<file path="src/rtl/mesi_agent_pkg.sv">
package mesi_agent_pkg;

    typedef enum logic [1:0] {
        ST_I = 2'd0,
        ST_S = 2'd1,
        ST_E = 2'd2,
        ST_M = 2'd3
    } mesi_e;

    typedef enum logic [1:0] {
        OP_LOAD  = 2'd0,
        OP_RFO   = 2'd1,
        OP_STORE = 2'd2,
        OP_RSVD  = 2'd3
    } core_op_e;

    typedef enum logic [2:0] {
        REQ_RD_S  = 3'd0,
        REQ_RD_OWN = 3'd1,
        REQ_STORE = 3'd2,
        REQ_WB_KEEP = 3'd3,
        REQ_WB_DROP = 3'd4
    } req_op_e;

    typedef enum logic [2:0] {
        CMD_DATA_S   = 3'd0,
        CMD_DATA_E   = 3'd1,
        CMD_DATA_M   = 3'd2,
        CMD_GRANT_M  = 3'd3,
        CMD_DOWNGRADE = 3'd4,
        CMD_INVAL    = 3'd5,
        CMD_EVICT    = 3'd6,
        CMD_RSVD     = 3'd7
    } cmd_op_e;

endpackage

</file>
<file path="src/rtl/mesi_op_decide.sv">
module mesi_op_decide
    import mesi_agent_pkg::*;
(
    input  core_op_e kind,
    input  mesi_e    cur,
    output logic     hit,
    output mesi_e    nxt,
    output req_op_e  miss_req
);
    always_comb begin
        hit      = 1'b0;
        nxt      = cur;
        miss_req = REQ_RD_S;
        case (kind)
            OP_RFO: begin
                hit      = (cur == ST_E) || (cur == ST_M);
                miss_req = REQ_RD_OWN;
            end
            OP_STORE: begin
                hit      = (cur == ST_E) || (cur == ST_M);
                nxt      = ST_M;
                miss_req = REQ_STORE;
            end
            default: begin
                hit      = (cur != ST_I);
                miss_req = REQ_RD_S;
            end
        endcase
    end
endmodule

</file>
<file path="src/rtl/mesi_cmd_react.sv">
module mesi_cmd_react
    import mesi_agent_pkg::*;
(
    input  cmd_op_e cmd,
    input  mesi_e   cur,
    output mesi_e   nxt,
    output logic    take_data,
    output logic    wb,
    output req_op_e wb_op
);
    always_comb begin
        nxt       = cur;
        take_data = 1'b0;
        wb        = 1'b0;
        wb_op     = REQ_WB_KEEP;
        case (cmd)
            CMD_DATA_S: begin
                nxt       = ST_S;
                take_data = 1'b1;
            end
            CMD_DATA_E: begin
                nxt       = ST_E;
                take_data = 1'b1;
            end
            CMD_DATA_M: begin
                nxt       = ST_M;
                take_data = 1'b1;
            end
            CMD_GRANT_M: begin
                if (cur != ST_I) nxt = ST_M;
            end
            CMD_DOWNGRADE: begin
                if (cur == ST_M) begin
                    nxt   = ST_S;
                    wb    = 1'b1;
                    wb_op = REQ_WB_KEEP;
                end else if (cur == ST_E) begin
                    nxt = ST_S;
                end
            end
            CMD_INVAL: begin
                if ((cur == ST_S) || (cur == ST_E)) nxt = ST_I;
            end
            CMD_EVICT: begin
                nxt = ST_I;
                if (cur == ST_M) begin
                    wb    = 1'b1;
                    wb_op = REQ_WB_DROP;
                end
            end
            default: nxt = cur;
        endcase
    end
endmodule

</file>
<file path="src/rtl/mesi_l1_agent.sv">
module mesi_l1_agent
    import mesi_agent_pkg::*;
#(
    parameter  int LINES  = 4,
    parameter  int WORD_W = 8,
    localparam int IDX_W  = (LINES > 1) ? $clog2(LINES) : 1
) (
    input  logic              clk,
    input  logic              rst_n,
    input  logic              op_valid,
    input  logic [1:0]        op_kind,
    input  logic [IDX_W-1:0]  op_line,
    input  logic [WORD_W-1:0] op_wdata,
    output logic              op_done,
    output logic              op_stall,
    output logic [WORD_W-1:0] op_rdata,
    output logic              req_valid,
    output logic [2:0]        req_opcode,
    output logic [IDX_W-1:0]  req_line,
    output logic [WORD_W-1:0] req_data,
    input  logic              cmd_valid,
    input  logic [2:0]        cmd_opcode,
    input  logic [IDX_W-1:0]  cmd_line,
    input  logic [WORD_W-1:0] cmd_data
);
    typedef struct packed {
        logic [LINES-1:0][1:0]        st;
        logic [LINES-1:0][WORD_W-1:0] word;
        logic                         pend;
    } agent_regs_t;

    agent_regs_t regs_d, regs_q;

    core_op_e kind;
    mesi_e    op_cur, op_nxt, cmd_cur, cmd_nxt;
    logic     op_hit, cmd_take, cmd_wb;
    req_op_e  op_req, cmd_wb_op;

    assign kind    = core_op_e'(op_kind);
    assign op_cur  = mesi_e'(regs_q.st[op_line]);
    assign cmd_cur = mesi_e'(regs_q.st[cmd_line]);

    mesi_op_decide decide_i (
        .kind     (kind),
        .cur      (op_cur),
        .hit      (op_hit),
        .nxt      (op_nxt),
        .miss_req (op_req)
    );

    mesi_cmd_react react_i (
        .cmd       (cmd_op_e'(cmd_opcode)),
        .cur       (cmd_cur),
        .nxt       (cmd_nxt),
        .take_data (cmd_take),
        .wb        (cmd_wb),
        .wb_op     (cmd_wb_op)
    );

    always_comb begin
        regs_d     = regs_q;
        op_done    = 1'b0;
        req_valid  = 1'b0;
        req_opcode = 3'd0;
        req_line   = '0;
        req_data   = '0;
        if (cmd_valid) begin
            regs_d.st[cmd_line] = cmd_nxt;
            if (cmd_take) regs_d.word[cmd_line] = cmd_data;
            if (cmd_wb) begin
                req_valid  = 1'b1;
                req_opcode = cmd_wb_op;
                req_line   = cmd_line;
                req_data   = regs_q.word[cmd_line];
            end
        end else if (op_valid) begin
            if (op_hit) begin
                op_done            = 1'b1;
                regs_d.st[op_line] = op_nxt;
                regs_d.pend        = 1'b0;
                if (kind == OP_STORE) regs_d.word[op_line] = op_wdata;
            end else if (!regs_q.pend) begin
                req_valid   = 1'b1;
                req_opcode  = op_req;
                req_line    = op_line;
                regs_d.pend = 1'b1;
            end
        end
    end

    assign op_stall = op_valid && !op_done;
    assign op_rdata = regs_q.word[op_line];

    always_ff @(posedge clk) begin
        if (!rst_n) begin
            regs_q <= '0;
        end else begin
            regs_q <= regs_d;
        end
    end
endmodule

</file>
<file path="config.mk">
export PLATFORM = sky130hd
export DESIGN_NAME = mesi_l1_agent
export DESIGN_NICKNAME = d
export VERILOG_FILES = /design/src/rtl/mesi_agent_pkg.sv /design/src/rtl/mesi_op_decide.sv /design/src/rtl/mesi_cmd_react.sv /design/src/rtl/mesi_l1_agent.sv
export SDC_FILE = /design/constraint.sdc
export NUM_CORES = 1
export LEC_CHECK = 0
export ABC_CLOCK_PERIOD_IN_PS = 1970
export BUFFER_PORTS_ARGS = -buffer_cell sky130_fd_sc_hd__buf_2
export CAP_MARGIN = 20
export CORE_MARGIN = 4
export CORE_UTILIZATION = 45
export DETAILED_ROUTE_END_ITERATION = 12
export PLACE_DENSITY = 0.65
export SETUP_SLACK_MARGIN = 0.1
export SYNTH_ARGS = -nofsm -noshare
export SYNTH_HDL_FRONTEND = slang
export SYNTH_SLANG_ARGS = --single-unit
</file>
<file path="constraint.sdc">
create_clock -name clk -period 1.97 [get_ports clk]
set_input_delay 0.0985 -clock clk [delete_from_list [all_inputs] [get_ports clk]]
set_output_delay 0.0985 -clock clk [all_outputs]
set_load 0.01 [all_outputs]
</file>
; Yosys cells after proc, flatten, opt, wreduce, memory -nomap -nowiden
; Index checks and enable logic that the tools add are counted.
[totals]
reg_bits = 41
in_bits = 29
out_inout_bits = 24
elab_cells = 105
[classes]
order_cmp = 4
n_eq_ne = 14
n_mux = 59
bitwise = 1
reduce_logical = 18
[op_table]
columns = cell, count
row1 = $mux 40, 2
row2 = $bwmux 32, 2
row3 = $mux 32, 2
row4 = $mux 8, 6
row5 = $mux 41, 1
row6 = $bmux 8 s2, 2
row7 = $demux 8 s2, 2
row8 = $mux 2, 14
row9 = $mux 3, 7
row10 = $bwmux 8, 2
row11 = $pmux 2 s7, 1
row12 = $mux 1, 13
row13 = $eq 2x2->1 const B, 5
row14 = $reduce_bool 2->1, 5
row15 = $eq 3x3->1 const B, 3
row16 = $bmux 2 s2, 2
row17 = $demux 2 s2, 2
row18 = $eq 3x2->1 const B, 2
row19 = $lt 2x3->1 const B, 2
row20 = $eq 2x1->1 const B, 2
row21 = $ge 2x1->1 const B, 2
row22 = $pmux 2 s2, 1
row23 = $reduce_and 2->1, 2
row24 = $reduce_and 4->1, 1
row25 = other kinds (9), 13

; Depth between registers and ports, before layout
[depth]
ltp_word = 10
depth_mapped = 8
ltp_nobuf = 7

; Hierarchy
; A second synthesis with hierarchy kept.
[unflattened]
cells_unflattened = 331
hier_area_um2 = 3009.1
[modules_own_cells]
columns = mod, n_inst, cells_each, area_per_inst_um2, seq_area_each_um2
row1 = mesi_l1_agent, 1, 303, 2817.7, 820.8
row2 = mesi_cmd_react, 1, 19, 127.6, 0.0
row3 = mesi_op_decide, 1, 9, 63.8, 0.0

; Least setup slack after synthesis
; OpenSTA, ideal clock, no wires.
[synth_path]
path_type = register to register
startpoint = register regs_q[35]
endpoint = register regs_q[31]
setup_time_ns = 0.147
t_arrival_ns = 1.537
t_required_ns = 1.823
path_slack_ns = 0.286
stages_incl_launch_ff = 7
n_path_buf = 1
period_less_slack_ns = 1.684
path_cell_list = dfxtp_1 mux2_4 a211oi_4 o31ai_4 buf_6 a21oi_1 a311oi_2
[synth_between]
elab_chain_len = 7
word_cells_on_any_way = 9
classes_between = eq/ne (2) / mux (3) / reduce/logical (4)
[synth_rtl]
columns = element, line_no
row1 = from (decl), mesi_l1_agent.sv:32  ; agent_regs_t regs_d, regs_q;
row2 = from (signal assigned), mesi_l1_agent.sv:98  ; regs_q <= regs_d;
row3 = $bmux 2 s2 *, mesi_l1_agent.sv:40  ; assign op_cur = mesi_e'(regs_q.st[op_line]);
row4 = $mux 2 (implied by the code) *, mesi_l1_agent.sv:40
row5 = $eq 2x2->1, "mesi_op_decide.sv:16, mesi_op_decide.sv:20"
row6 = $logic_or 1x1->1, "mesi_op_decide.sv:16, mesi_op_decide.sv:20"
row7 = $mux 1 *, -
row8 = $reduce_bool 2->1 (no source line) *, -
row9 = $reduce_and 4->1 (no source line) *, -
; Mark *: on every way between the ends. The rest lies on a longest branch, timed or not. The select of a mux whose other input is x is not followed.
; A chain may end at the register's enable or synchronous reset.

; Worst setup path after layout
[layout_path]
startpoint = register regs_q[37]
endpoint = output port op_stall
[layout_between]
elab_chain_len = 10
word_cells_on_any_way = 12
classes_between = eq/ne (2) / mux (6) / reduce/logical (4)
[layout_rtl]
columns = element, line_no
row1 = $bmux 2 s2 *, mesi_l1_agent.sv:40
row2 = $mux 2 (implied by the code) *, mesi_l1_agent.sv:40
row3 = $eq 2x2->1, "mesi_op_decide.sv:16, mesi_op_decide.sv:20"
row4 = $logic_or 1x1->1, "mesi_op_decide.sv:16, mesi_op_decide.sv:20"
row5 = $mux 1 *, -
row6 = $mux 1 *, mesi_l1_agent.sv:77  ; if (op_hit) begin
row7 = $mux 1 *, mesi_l1_agent.sv:76  ; end else if (op_valid) begin
row8 = $mux 1 *, mesi_l1_agent.sv:67  ; if (cmd_valid) begin
row9 = $logic_not 1->1 *, mesi_l1_agent.sv:91  ; assign op_stall = op_valid && !op_done;
row10 = $logic_and 1x1->1 *, mesi_l1_agent.sv:91
row11 = to (decl), mesi_l1_agent.sv:15  ; output logic op_stall,
; Marks and branches as above.

==> impl_metrics.yaml <==
final_layout:
  fin_nets: 395
  largest_register_ffs: 41
  reg_top3: "regs_q (41)"
  diodes: 0
  area_delta_synth_final_pct: 22.3
  regArea_um2: 830
  largest_register: "regs_q"
  fillers: 567
  multiInputGateArea_um2: 2020
  drive_gt1_frac: 0.414
floorplan:
  die_h_um: 89.6
  start_util: 0.467
  core_um2: 6420
  die_w_um: 89.6
  rows: 29
  die_area_um2: 8030
  io_pins: 53
power:
  p_leak_nw: 1.30
  ir_worst_vdd_mv: 0.321
  p_per_area_nw_per_um2: 566
timing:
  fin_crit_sh: 0.966
  whs_ns: 0.102
  fin_skew_ns: 0.0141
  timing.max_slew.rel_slack: 0.704
  fin_ws_ns: 0.0662
  setup_viol: 0
  finalMaxSlewViolations: 0
  rsz0062_at_grt: "true"
  clock.fmax_mhz: 525
  min_period_ns: 1.90
  final-hold-violation-count: 0
  worstMarginPinSlew_ns: 0.443
clocking:
  cts_sinks: 41
  clock_latency_ns: 0.30
  clkTransAtPathRegs_ns: 0.09
  htreeDepth: 2
  cts_buffers: 5
  cts_tree: "done"
  clk_path_buf_depth: 2
  cts_root_buf: "clkbuf_8"
global_route:
  grt_pass1_wl_um: 14200
  track_usage: 0.232
  grt_overflow: 0
  grt_pass1_vias: 2672
  grt_max_degree: 65
  antenna_found_initial: 0
yosys:
  synth_nets: 335
  yosysSeqAreaShare: 0.274
  yosysWarnings: 0
  synthTopCellsByCount: "dfxtp_1 (41), a21oi_1 (33), a32oi_1 (32), a311oi_1 (22)"
  synth_cell_types: 45
  synthArstFlopShare: 0
  synth.most_common_cell: "dfxtp_1"
  yosys-top-cells-area: "dfxtp_1 (27%), mux4_2 (14%), a32oi_1 (9.3%)"
  synth_edf_count: 0
  syn_area_um2: 3000
  synth_top_area_cell: "dfxtp_1"
  synth_area_per_cell_um2: 9.86
  postSynthCellCount: 304
  synth_seq_cells: 41
  synth_top_area_frac: 0.274
  ys.flop_type: "dfxtp_1"
drt:
  first_pass_iters: 6
  ant_nets: 0
  routed_wl_um: 9190
  vias_per_cell: 6.79
  vias: 2999
  drtIter0Drc: 283
  avgRoutedWirePerCell_um: 20.8
  drc: 0
placed_design:
  dp_hpwl_um: 6500
  port_buffers: 52
  place_ws_ns: 0.117
  globalplace.congestion: 0.863
setup_path:
  cp.arrival_ns: 1.81
  crit_path_cell_trace: "mux2_4, a211oi_4, buf_4, buf_6, nor3_2, nor2b_1, buf_2"
  crit_type: "register to output port"
  crit_path_top_delay_cell: "dfxtp_2"
  worstPathRequired_ns: 1.87
  start_kind: "register"
  path_max_fanout: 5
  cp_slowest_stage_delay_ns: 0.34
  cp-end-kind: "output port"
min_path:
  hp-class: "input pin to register"
outcome:
  status: "completed"
job:
  cap_violations: 0
==> what timing repair did <==
| item | in CTS | in global routing |
|---|---|---|
| pin swaps | 6 | 7 |
| resized for setup | 6 | 12 |
| endpoints found under the setup margin | 6 | 25 |
| hold buffers | 0 | 0 |
| buffers inserted | 4 | 4 |
==> critical path, delay by kind of cell, from the launching register on <==
kind	cells	cell delay (ns)
flops	1	0.34
mux	1	0.28
compound gates	1	0.27
buf+inv	3	0.44
simple gates	2	0.17
==> cell usage in the layout (no fill, tap or decap), drive strengths merged, types with 4 or more instances in the layout <==
master  netlist  routed
a21oi        33      33
a22o          4       4
a311oi       34      34
a32oi        32      32
buf          15      86
clkbuf       18       7
dfxtp        41      41
inv           7       8
mux2          4       4
mux4         18      18
nand2        13      13
nand2b        4       4
nor2         16      16
nor2b        14      14
nor3          6       6
o21ai         7       7
o22ai         4       4
==> final cells by class <==
| class | instances | area share |
|---|---|---|
| sequential | 41 | 0.226 |
| clock inverter | 1 | 0.00239 |
| timing repair buffer | 86 | 0.161 |
| clock buffer | 7 | 0.0263 |
| inverter | 7 | 0.00716 |
| tap | 77 | 0.0263 |
| multi-input combinational | 223 | 0.550 |
==> path summary, 6_finish.rpt <==
path         startpoint  slack [ns]  depth (start not counted)          to
max          regs_q[37]        0.07                          7    op_stall
min reg2reg  regs_q[21]        0.54                          2  regs_q[21]
min               rst_n        0.10                          3  regs_q[35]
max reg2reg  regs_q[37]        0.15                          6  regs_q[33]
==> stage by stage <==
step                setup TNS (ns)  std cells   util  instance area, um2  total power, mW
global route               -0.0321        442  0.571                3670             2.17
CTS                              0        438  0.561                3600             2.05
global placement                 0        426  0.537                3450             1.40
floorplan                        0        304      -                3000             1.23
finish                           0        442  0.571                3670             2.07
detailed placement               0        426  0.537                3450             1.41
==> metal layers <==
metal | wire, um | GRT usage
met1 | 4250 | 0.347
met2 | 4200 | 0.345
met3 | 651 | 0.0447
met4 | 96 | 0.0501
met5 | 0 | 0
==> where the power goes <==
part	total [mW]	switching, mW	leakage, nW	internal, mW
registers	0.891	0.0301	0.335	0.861
clock network	0.643	0.319	0.0549	0.324
logic	0.540	0.310	0.912	0.230
total	2.07	0.659	1.30	1.42
==> cells by family (layout without fill, tap and decap cells) <==
kind of cell | Yosys count | after routing | share of synthesized area
AO/OA/AOI/OAI | 130 | 130 | 0.373
AND/OR/NAND/NOR | 67 | 67 | 0.119
flip-flops | 41 | 41 | 0.274
buffers and inverters | 40 | 101 | 0.0643
multiplexers | 24 | 24 | 0.162
adder cells (fa/ha/maj) | 2 | 2 | 0.00835
(Power assumes the default switching activity.)
